<file path="src/rtl/uart_hub_pkg.sv">
package uart_hub_pkg;

  localparam int unsigned BUS_DW     = 32;
  localparam int unsigned WIN_BASE   = 32'h1000;
  localparam int unsigned WIN_SHIFT  = 9;
  localparam int unsigned LOCAL_W    = 8;
  localparam int unsigned GWORD_W    = 10;

  localparam logic [BUS_DW-1:0] HUB_ID_WORD = 32'h0007_0002;

  // global word offsets (byte offset >> 2)
  localparam logic [GWORD_W-1:0] GW_IDENT  = 10'd0;
  localparam logic [GWORD_W-1:0] GW_COUNT  = 10'd1;
  localparam logic [GWORD_W-1:0] GW_STATUS = 10'd2;
  localparam logic [GWORD_W-1:0] GW_EN_SET = 10'd3;
  localparam logic [GWORD_W-1:0] GW_EN_CLR = 10'd4;
  localparam logic [GWORD_W-1:0] GW_WK_SET = 10'd5;
  localparam logic [GWORD_W-1:0] GW_WK_CLR = 10'd6;

  typedef enum logic [1:0] {
    TGT_NONE = 2'd0,
    TGT_GLOB = 2'd1,
    TGT_CHAN = 2'd2
  } hub_tgt_e;

  function automatic int unsigned win_index(input int unsigned a);
    return (a - WIN_BASE) >> WIN_SHIFT;
  endfunction

  function automatic int unsigned win_local(input int unsigned a);
    return (a - WIN_BASE) & ((32'd1 << WIN_SHIFT) - 32'd1);
  endfunction

  function automatic logic [BUS_DW-1:0] mask_update(input logic [BUS_DW-1:0] cur,
                                                    input logic [BUS_DW-1:0] d,
                                                    input logic              set);
    return set ? (cur | d) : (cur & ~d);
  endfunction

endpackage

</file>
<file path="src/rtl/uart_hub_decode.sv">
module uart_hub_decode
  import uart_hub_pkg::*;
#(
  parameter int NUM_CH = 16,
  parameter int ADDR_W = 14,
  parameter int IDX_W  = ADDR_W - 9
) (
  input  logic                   req,
  input  logic [ADDR_W-1:0]      addr,
  output hub_tgt_e               tgt,
  output logic [GWORD_W-1:0]     glob_word,
  output logic [IDX_W-1:0]       ch_idx,
  output logic [WIN_SHIFT-1:0]   ch_local,
  output logic                   dma_hit,
  output logic                   beyond_hit,
  output logic [NUM_CH-1:0]      ch_sel
);

  int unsigned a_ext;
  int unsigned idx_full;
  int unsigned loc_full;

  always_comb begin
    a_ext      = 32'(addr);
    idx_full   = win_index(a_ext);
    loc_full   = win_local(a_ext);
    tgt        = TGT_NONE;
    glob_word  = '0;
    ch_idx     = '0;
    ch_local   = '0;
    dma_hit    = 1'b0;
    beyond_hit = 1'b0;
    if (a_ext < WIN_BASE) begin
      tgt       = TGT_GLOB;
      glob_word = addr[11:2];
    end else begin
      ch_idx     = IDX_W'(idx_full);
      ch_local   = WIN_SHIFT'(loc_full);
      dma_hit    = ch_local[WIN_SHIFT-1];
      beyond_hit = (idx_full >= 32'(NUM_CH));
      if (!dma_hit && !beyond_hit)
        tgt = TGT_CHAN;
    end
  end

  for (genvar g = 0; g < NUM_CH; g++) begin : g_sel
    assign ch_sel[g] = req && (tgt == TGT_CHAN) && (ch_idx == IDX_W'(g));
  end

endmodule

</file>
<file path="src/rtl/uart_hub_glob_regs.sv">
module uart_hub_glob_regs
  import uart_hub_pkg::*;
#(
  parameter int NUM_CH = 16
) (
  input  logic                 clk,
  input  logic                 rst_n,
  input  logic                 wr_stb,
  input  logic [GWORD_W-1:0]   word,
  input  logic [BUS_DW-1:0]    wdata,
  input  logic [NUM_CH-1:0]    ch_irq,
  output logic [BUS_DW-1:0]    en_q,
  output logic [BUS_DW-1:0]    wake_q,
  output logic [BUS_DW-1:0]    sts_q,
  output logic [BUS_DW-1:0]    rd_glob,
  output logic                 irq_out,
  output logic                 en_wr_ev,
  output logic                 wk_wr_ev
);

  localparam int PAD_W = BUS_DW - NUM_CH;

  logic en_set, en_clr, wk_set, wk_clr;

  assign en_set   = wr_stb && (word == GW_EN_SET);
  assign en_clr   = wr_stb && (word == GW_EN_CLR);
  assign wk_set   = wr_stb && (word == GW_WK_SET);
  assign wk_clr   = wr_stb && (word == GW_WK_CLR);
  assign en_wr_ev = en_set || en_clr;
  assign wk_wr_ev = wk_set || wk_clr;

  always_ff @(posedge clk or negedge rst_n) begin
    if (!rst_n) begin
      en_q   <= '0;
      wake_q <= '0;
      sts_q  <= '0;
    end else begin
      sts_q <= {{PAD_W{1'b0}}, ch_irq};
      if (en_wr_ev) en_q   <= mask_update(en_q, wdata, en_set);
      if (wk_wr_ev) wake_q <= mask_update(wake_q, wdata, wk_set);
    end
  end

  always_comb begin
    case (word)
      GW_IDENT:  rd_glob = HUB_ID_WORD;
      GW_COUNT:  rd_glob = BUS_DW'(NUM_CH);
      GW_STATUS: rd_glob = sts_q;
      GW_EN_SET: rd_glob = en_q;
      GW_EN_CLR: rd_glob = ~en_q;
      GW_WK_SET: rd_glob = wake_q;
      GW_WK_CLR: rd_glob = ~wake_q;
      default:   rd_glob = '0;
    endcase
  end

  assign irq_out = |(sts_q & en_q);

endmodule

</file>
<file path="src/rtl/uart_hub_rsp.sv">
module uart_hub_rsp
  import uart_hub_pkg::*;
(
  input  logic               clk,
  input  logic               rst_n,
  input  logic               rd_stb,
  input  hub_tgt_e           tgt,
  input  logic [BUS_DW-1:0]  rd_glob,
  input  logic [BUS_DW-1:0]  rd_chan,
  output logic               rvalid,
  output logic [BUS_DW-1:0]  rdata
);

  logic [BUS_DW-1:0] rd_sel;

  always_comb begin
    unique case (tgt)
      TGT_GLOB: rd_sel = rd_glob;
      TGT_CHAN: rd_sel = rd_chan;
      default:  rd_sel = '0;
    endcase
  end

  always_ff @(posedge clk or negedge rst_n) begin
    if (!rst_n) begin
      rvalid <= 1'b0;
      rdata  <= '0;
    end else begin
      rvalid <= rd_stb;
      rdata  <= rd_stb ? rd_sel : '0;
    end
  end

endmodule

</file>
<file path="src/rtl/uart_hub_front.sv">
module uart_hub_front
  import uart_hub_pkg::*;
#(
  parameter int NUM_CH = 16,
  parameter int ADDR_W = 14
) (
  input  logic                     clk,
  input  logic                     rst_n,
  input  logic                     bus_req,
  input  logic                     bus_we,
  input  logic [ADDR_W-1:0]        bus_addr,
  input  logic [31:0]              bus_wdata,
  output logic                     bus_rvalid,
  output logic [31:0]              bus_rdata,
  output logic                     irq_out,
  output logic [NUM_CH-1:0]        ch_rst,
  output logic [NUM_CH-1:0]        ch_sel,
  output logic                     ch_we,
  output logic [7:0]               ch_addr,
  output logic [31:0]              ch_wdata,
  input  logic [NUM_CH*32-1:0]     ch_rdata,
  input  logic [NUM_CH-1:0]        ch_irq
);

  localparam int IDX_W = ADDR_W - WIN_SHIFT;

  hub_tgt_e               dec_tgt;
  logic [GWORD_W-1:0]     dec_gword;
  logic [IDX_W-1:0]       dec_idx;
  logic [WIN_SHIFT-1:0]   dec_local;
  logic                   dec_dma_hit;
  logic                   dec_beyond_hit;
  logic                   glob_wr_stb;
  logic                   rd_stb;
  logic [BUS_DW-1:0]      en_q, wake_q, sts_q, rd_glob, rd_chan;
  logic                   en_wr_ev, wk_wr_ev;
  logic [BUS_DW-1:0]      ch_word [NUM_CH];

  uart_hub_decode #(.NUM_CH(NUM_CH), .ADDR_W(ADDR_W), .IDX_W(IDX_W)) u_dec (
    .req        (bus_req),
    .addr       (bus_addr),
    .tgt        (dec_tgt),
    .glob_word  (dec_gword),
    .ch_idx     (dec_idx),
    .ch_local   (dec_local),
    .dma_hit    (dec_dma_hit),
    .beyond_hit (dec_beyond_hit),
    .ch_sel     (ch_sel)
  );

  assign glob_wr_stb = bus_req && bus_we && (dec_tgt == TGT_GLOB);
  assign rd_stb      = bus_req && !bus_we;

  uart_hub_glob_regs #(.NUM_CH(NUM_CH)) u_glob (
    .clk      (clk),
    .rst_n    (rst_n),
    .wr_stb   (glob_wr_stb),
    .word     (dec_gword),
    .wdata    (bus_wdata),
    .ch_irq   (ch_irq),
    .en_q     (en_q),
    .wake_q   (wake_q),
    .sts_q    (sts_q),
    .rd_glob  (rd_glob),
    .irq_out  (irq_out),
    .en_wr_ev (en_wr_ev),
    .wk_wr_ev (wk_wr_ev)
  );

  for (genvar g = 0; g < NUM_CH; g++) begin : g_word
    assign ch_word[g] = ch_rdata[g*BUS_DW +: BUS_DW];
  end

  always_comb begin
    rd_chan = '0;
    for (int i = 0; i < NUM_CH; i++)
      if (ch_sel[i]) rd_chan = rd_chan | ch_word[i];
  end

  uart_hub_rsp u_rsp (
    .clk     (clk),
    .rst_n   (rst_n),
    .rd_stb  (rd_stb),
    .tgt     (dec_tgt),
    .rd_glob (rd_glob),
    .rd_chan (rd_chan),
    .rvalid  (bus_rvalid),
    .rdata   (bus_rdata)
  );

  assign ch_we    = bus_we;
  assign ch_addr  = dec_local[LOCAL_W-1:0];
  assign ch_wdata = bus_wdata;
  assign ch_rst   = {NUM_CH{~rst_n}};

endmodule

</file>
<file path="config.mk">
export PLATFORM = sky130hd
export DESIGN_NAME = uart_hub_front
export DESIGN_NICKNAME = d
export VERILOG_FILES = /design/src/rtl/uart_hub_pkg.sv /design/src/rtl/uart_hub_decode.sv /design/src/rtl/uart_hub_glob_regs.sv /design/src/rtl/uart_hub_rsp.sv /design/src/rtl/uart_hub_front.sv
export SDC_FILE = /design/constraint.sdc
export NUM_CORES = 1
export LEC_CHECK = 0
export BUFFER_PORTS_ARGS = -buffer_cell sky130_fd_sc_hd__buf_4
export CELL_PAD_IN_SITES_DETAIL_PLACEMENT = 1
export CELL_PAD_IN_SITES_GLOBAL_PLACEMENT = 2
export CORE_AREA = 2 2 268 270
export CTS_CLUSTER_SIZE = 20
export DETAILED_ROUTE_END_ITERATION = 10
export DIE_AREA = 0 0 270 272
export PLACE_DENSITY = 0.64
export RECOVER_POWER = 25
export SYNTH_ARGS = -nofsm -noshare
export SYNTH_HDL_FRONTEND = slang
export SYNTH_SLANG_ARGS = --single-unit
</file>
<file path="constraint.sdc">
create_clock -name clk -period 3.2 [get_ports clk]
set_clock_uncertainty 0.2 [all_clocks]
set_input_delay 0.64 -clock clk [delete_from_list [all_inputs] [get_ports clk]]
set_output_delay 0.64 -clock clk [all_outputs]
set_load 0.02 [all_outputs]
</file>
==> impl_metrics.tcl, run 1 <==
set metrics [dict create \
    critPathLaunch "bus_addr[12]" \
    vias_per_cell 4.763 \
    gp_congestion 0.9712 \
    leakage_nw 7.873 \
    htreeDepth 4 \
    arrival_ps 2360 \
    cts_buffers 17 \
    postSynthCellCount 1189 \
    postLayoutCoreUtil 0.2526 \
    ctsRootBufferMaster "clkbuf_16" \
    ys_ff_latch 113 \
    synthDistinctLibCells 72 \
    grt_pass1_vias 14340 \
    cts.sinks 113 \
    nNetsFinal 2483 \
    finalCritPeriodShare 0.9995 \
    max-vdd-ir-drop_uv 220.7 \
    drc 0 \
    worst_slew_pin_slew_ps 1774 \
    clk_path_buf_depth 2 \
    violations "capacitance limit, slew limit" \
    drt-total-wl_mm 90.65 \
    synth-main-ff-cell "dfrtp_1" \
    regToRegSetupSlack_ps 940 \
    die_y_um 272 \
    io_pins 685 \
    required_ps 2360 \
    fin_area_sq_um 17870 \
    vias 13680 \
    syn_area_sq_um 10180 \
    die_w_um 270 \
    synth_nets 1770 \
    grt-ovfl-total 0 \
    rsz0062_at_grt "false" \
    hold_buffers 0 \
    grt_usage 0.2360 \
    initial_core_util 0.1439 \
    postRouteAntennaNets 0 \
    min_period_ps 3199 \
    mostFrequentLayoutCell "buf_4" \
    grt_max_degree 114 \
    finalSetupViolations 0 \
    drive_above_1_share 0.4971 \
    clk_pin_slew_ps 70 \
    grt_pass1_wl_mm 122.4 \
    status "finished with violations" \
    die-area_sq_um 73440 \
    firstDrtPassIters 6 \
    hold_violations 0 \
    coreArea_sq_um 70750 \
    drt_iter0_markers 926 \
    path_max_fanout 9 \
    power_density_nw_per_um2 288.5 \
    cts_tree "done" \
    std_cell_rows 98 \
    final_max_slew_viol_count 114 \
    end_kind "output pin" \
    setup_slack_ps 1.468 \
    worstSetupStartpointType "input pin" \
    preCtsSetupSlack_ps -581.6 \
    area_growth_pct 75.52 \
    yosys_warnings 0 \
    min_from "ch_irq[1]" \
    synth_edf_count 0 \
    place_hpwl_mm 76.82 \
    hold_class "input pin to register" \
    setup.worst_path.class "input pin to output pin" \
    maxCapViolations 1 \
    max_freq_ghz 0.3126 \
    antenna_found_initial 15 \
    final_cell_mix "buf_4 (817), nand2_1 (126), dfrtp_1 (113)" \
    yosysSeqAreaShare 0.2777 \
    clkLatencyLatePin_ps 440 \
    synth.avg_cell_area_sq_um 8.564 \
    routedWlPerCell_um 31.57 \
    portBuffers 684 \
    placed_area_sq_um 17280 \
    slew_headroom -0.1829 \
    async_flop_share 1.000 \
]
[kinds of logic (layout without fill, tap and decap cells)]
| group | count (synthesis) | after routing | share of synthesized area |
|---|---|---|---|
| DFF | 113 | 113 | 0.2777 |
| adders and majority gates | 3 | 3 | 0.003687 |
| other | 0 | 6 | 0 |
| buffers and inverters | 174 | 900 | 0.08958 |
| AOI/OAI and AO/OA | 487 | 487 | 0.3690 |
| muxes | 95 | 95 | 0.1020 |
| and+or+nand+nor | 317 | 317 | 0.1580 |
[repair_timing]
item                                    in CTS  in global routing
buffers inserted                             2                  0
gates resized for setup                      3                  0
endpoints found under the setup margin       4                  0
[path summary, 6_finish.rpt]
path / depth (start not counted) / end
min in group asynchronous: 2 / u_rsp.rdata[24]
max in group asynchronous: 2 / u_rsp.rdata[16]
worst min register to register: 1 / register
worst max-delay path: 7 / ch_sel[0]
worst max register to register: 6 / u_rsp.rdata[17]
worst min-delay path: 1 / u_glob.sts_q[1]
[where the power goes]
| group | internal, W | leakage, nW | switching [W] |
|---|---|---|---|
| clock network | 0.00111 | 0.284 | 0.000891 |
| registers | 0.00144 | 1.54 | 0.0000156 |
| logic | 0.000839 | 6.05 | 0.000859 |
[metal layers]
| metal | GRT usage | share of wire | vias to the layer above |
|---|---|---|---|
| li1 | - | - | 6123 |
| met1 | 0.3003 | 0.43 | 6926 |
| met2 | 0.4065 | 0.49 | 534 |
| met3 | 0.06004 | 0.067 | 70 |
| met4 | 0.03860 | 0.012 | 22 |
| met5 | 0 | 0.0015 | - |
[synthesized netlist by cell type (27+ instances only)]
cell type	count	area (sq um)
clkbuf_1	68	255.2
nand2_1	126	473.0
a22oi_1	94	705.7
a221oi_1	27	236.5
mux2i_1	70	700.7
o21ai_0	53	265.3
o22ai_1	39	244.0
buf_4	51	382.9
buf_2	30	150.1
nor2_1	59	221.5
a22o_1	75	656.9
dfrtp_1	113	2828
a21oi_1	30	150.1
[critical path: stages]
cell       delay, ps
buf_4            150
ha_1             300
nand4bb_2        310
buf_12           190
nor4_4           380
buf_4            210
buf_4            150
[final cells by class]
class | count | area [sq um]
Fill cell | 8365 | 52880
Timing Repair Buffer | 855 | 6643
Multi-Input combinational cell | 902 | 6559
Sequential cell | 113 | 2828
Tap cell | 950 | 1189
Clock buffer | 17 | 425.4
Clock inverter | 15 | 165.2
Inverter | 13 | 48.80
Antenna cell | 6 | 15.01
[per-stage QoR]
step / hold WS [ps] / cells / setup TNS (ps) / power, W
floorplan: 144.4 / 1189 / 0 / 0.002041
global placement: 294.2 / 2831 / -4573 / 0.003183
detailed placement: 299.9 / 2831 / -4712 / 0.003193
CTS: 68.91 / 2865 / 0 / 0.005224
global route: 105.6 / 2868 / 0 / 0.005347
finish: 125.0 / 2871 / 0 / 0.005156
No activity file was read; power rests on OpenSTA's default activity.
==> run 2, diff against run 1 <==
Settings changed: CORE_AREA 2 2 268 270 to 2 2 264 266, DIE_AREA 0 0 270 272 to 0 0 266 268, PLACE_DENSITY 0.64 to not set, PLACE_DENSITY_LB_ADDON set to 0.12, SYNTH_HIERARCHICAL set to 1.
==> run 2 against run 1 <==
  * The flow finishes with violations (capacitance limit, slew limit, setup timing)
  * Count of clock-buffer cells in the layout grew 7
  * Largest power group unchanged
  * Core utilization grew 0.19 points
  * Total power shrank 9.2%
  * Non-clock buffer count grew 15
  * Register-to-register slack gained 200 ps
  * Highest routed layer unchanged
  * Worst hold slack lost 0.94 ps
==> impl_metrics.tcl, run 2 <==
set metrics [dict create \
    status "finished with violations" \
    violations "capacitance limit, slew limit, setup timing" \
    die_y_um 268 \
    grt-ovfl-total 0 \
    wl_met2_mm 40.95 \
    finalSetupViolations 1 \
    setup_slack_ps -10.76 \
    top_layer "met5" \
    std_cell_rows 96 \
    htreeDepth 4 \
    clk_pin_slew_ps 50 \
    firstDrtPassIters 5 \
    sw_frac_of_total 0.2861 \
    area_growth_pct 90.01 \
    drt-total-wl_mm 85.07 \
    clk_path_buf_depth 2 \
    drc 0 \
    leakage_nw 7.870 \
    path_cells "buf_12 > inv_8 > ha_4 > or4b_4 > buf_12 > nor4b_4 > buf_6 > buf_6" \
    routedWlPerCell_um 32.21 \
    critPathLaunch "bus_addr[12]" \
    initial_core_util 0.1339 \
    pwr-share-seq 0.314 \
    io_pins 685 \
    grt_max_degree 114 \
    setup.worst_path.class "input pin to output pin" \
    hold_end "u_glob/sts_q[11]" \
    postSynthCellCount 996 \
    grt_pass1_wl_mm 113.2 \
    vias_per_cell 4.680 \
    min_period_ps 3211 \
    ff2ff_path_depth 6 \
    finalCritPeriodShare 1.003 \
    r2r-end "u_rsp/rdata[4]" \
    pwr-share-clk 0.418 \
    yosys_warnings 6 \
    setup_tns_ps -10.76 \
    hold_class "input pin to register" \
    postRouteAntennaNets 0 \
    cts_buffers 17 \
    cts_tree "done" \
    final_cell_mix "buf_4 (783), a22o_1 (193), a221oi_1 (129)" \
    worstSetupStartpointType "input pin" \
    power_density_nw_per_um2 269.7 \
    synth_nets 1581 \
    regToRegSetupSlack_ps 1140 \
    die-area_sq_um 71290 \
    fillerInstances 7940 \
    p_int_w 0.003343 \
    place_hpwl_mm 71.86 \
    hold_violations 0 \
    pwr-share-comb 0.269 \
    required_ps 2360 \
    drive_above_1_share 0.5326 \
    grt_usage 0.2309 \
    portBuffers 684 \
    arrival_ps 2370 \
    slew_headroom -0.2262 \
    final_max_slew_viol_count 114 \
    mostFrequentLayoutCell "buf_4" \
    critPathSlowestCell "or4b_4" \
    min_path_cells 1 \
    wl_met1_mm 37.45 \
    die_w_um 266 \
    cts.sinks 113 \
    antenna_found_initial 21 \
    drt_iter0_markers 808 \
    coreArea_sq_um 68230 \
    end_kind "output pin" \
    power.switching_w 0.001340 \
    ctsRootBufferMaster "clkbuf_16" \
    maxCapViolations 1 \
    hold_slack_ps 124.0 \
    nNetsFinal 2324 \
    max-vdd-ir-drop_uv 385.7 \
    gp_congestion 0.8953 \
    worst_slew_pin_slew_ps 1839 \
    rsz0062_at_grt "true" \
    path_max_fanout 6 \
    cpPeakStageDelay_ps 540 \
    synth.avg_cell_area_sq_um 9.175 \
    max_freq_ghz 0.3115 \
    clkLatencyLatePin_ps 450 \
    syn_area_sq_um 9139 \
    min_from "ch_irq[11]" \
    vias 12360 \
    met3_length_mm 4.991 \
    grt_pass1_vias 13180 \
]
-- run 2: metrics by stage --
stage | instance area [sq um] | utilization | total power (W) | setup WS [ps] | instances
2_1_floorplan | 9244 | - | 0.001806 | 39.75 | 996
3_3_place_gp | 16510 | 0.2421 | 0.002732 | -491.3 | 2585
3_5_place_dp | 16510 | 0.2421 | 0.002736 | -471.2 | 2585
4_1_cts | 17290 | 0.2534 | 0.004740 | 7.263 | 2628
5_1_grt | 17360 | 0.2545 | 0.004865 | -50.05 | 2640
6_report | 17360 | 0.2545 | 0.004682 | -10.76 | 2641
-- run 2: layout make-up --
cell class / count / area [sq um] / area share
multi-input combinational: 724 / 5537 / 0.3188
tap: 882 / 1104 / 0.06355
timing repair buffer: 870 / 7241 / 0.4170
clock buffer: 24 / 491.7 / 0.02832
antenna: 9 / 22.52 / 0.001297
inverter: 13 / 61.31 / 0.003531
clock inverter: 6 / 80.08 / 0.004612
sequential: 113 / 2828 / 0.1628
-- run 2: routing by layer --
layer,track usage,vias to the layer above
met1,0.3003,6249
met3,0.05425,75
met5,0,-
li1,-,5564
met4,0.05967,10
met2,0.3833,461
-- run 2: what timing repair did --
| item | 4_1_cts | 5_1_grt |
|---|---|---|
| gates resized for setup | 24 | 15 |
| hold buffers | 0 | 0 |
| endpoints found under the setup margin | 16 | 21 |
| buffers inserted | 14 | 4 |
| pin swaps | 9 | 7 |
-- run 2: worst max-delay path by stage --
stage                endpoint  slack (ps)  cells past startpoint
2_1_floorplan  u_rsp/rdata[4]          40                      9
3_3_place_gp   u_rsp/rdata[0]        -490                     11
3_5_place_dp   u_rsp/rdata[0]        -470                     12
4_1_cts             ch_sel[9]           7                      8
5_1_grt             ch_sel[9]         -50                      8
6_report            ch_sel[9]         -10                      8
-- run 2: power by group through the flow --
stage / Sequential (W) / Combinational [W] / Clock [W]
after floorplan: 0.00149 / 0.000316 / 0
after global placement: 0.00149 / 0.00124 / 0
after detailed placement: 0.00149 / 0.00124 / 0
after CTS: 0.00147 / 0.00126 / 0.00201
after global routing: 0.00147 / 0.00133 / 0.00206
final: 0.00147 / 0.00126 / 0.00196
-- run 2: critical path: cells and delay by family --
kind,cells,cell delay (ps)
and+or+nand+nor,2,860
buffers and inverters,5,620
adders and majority gates,1,250
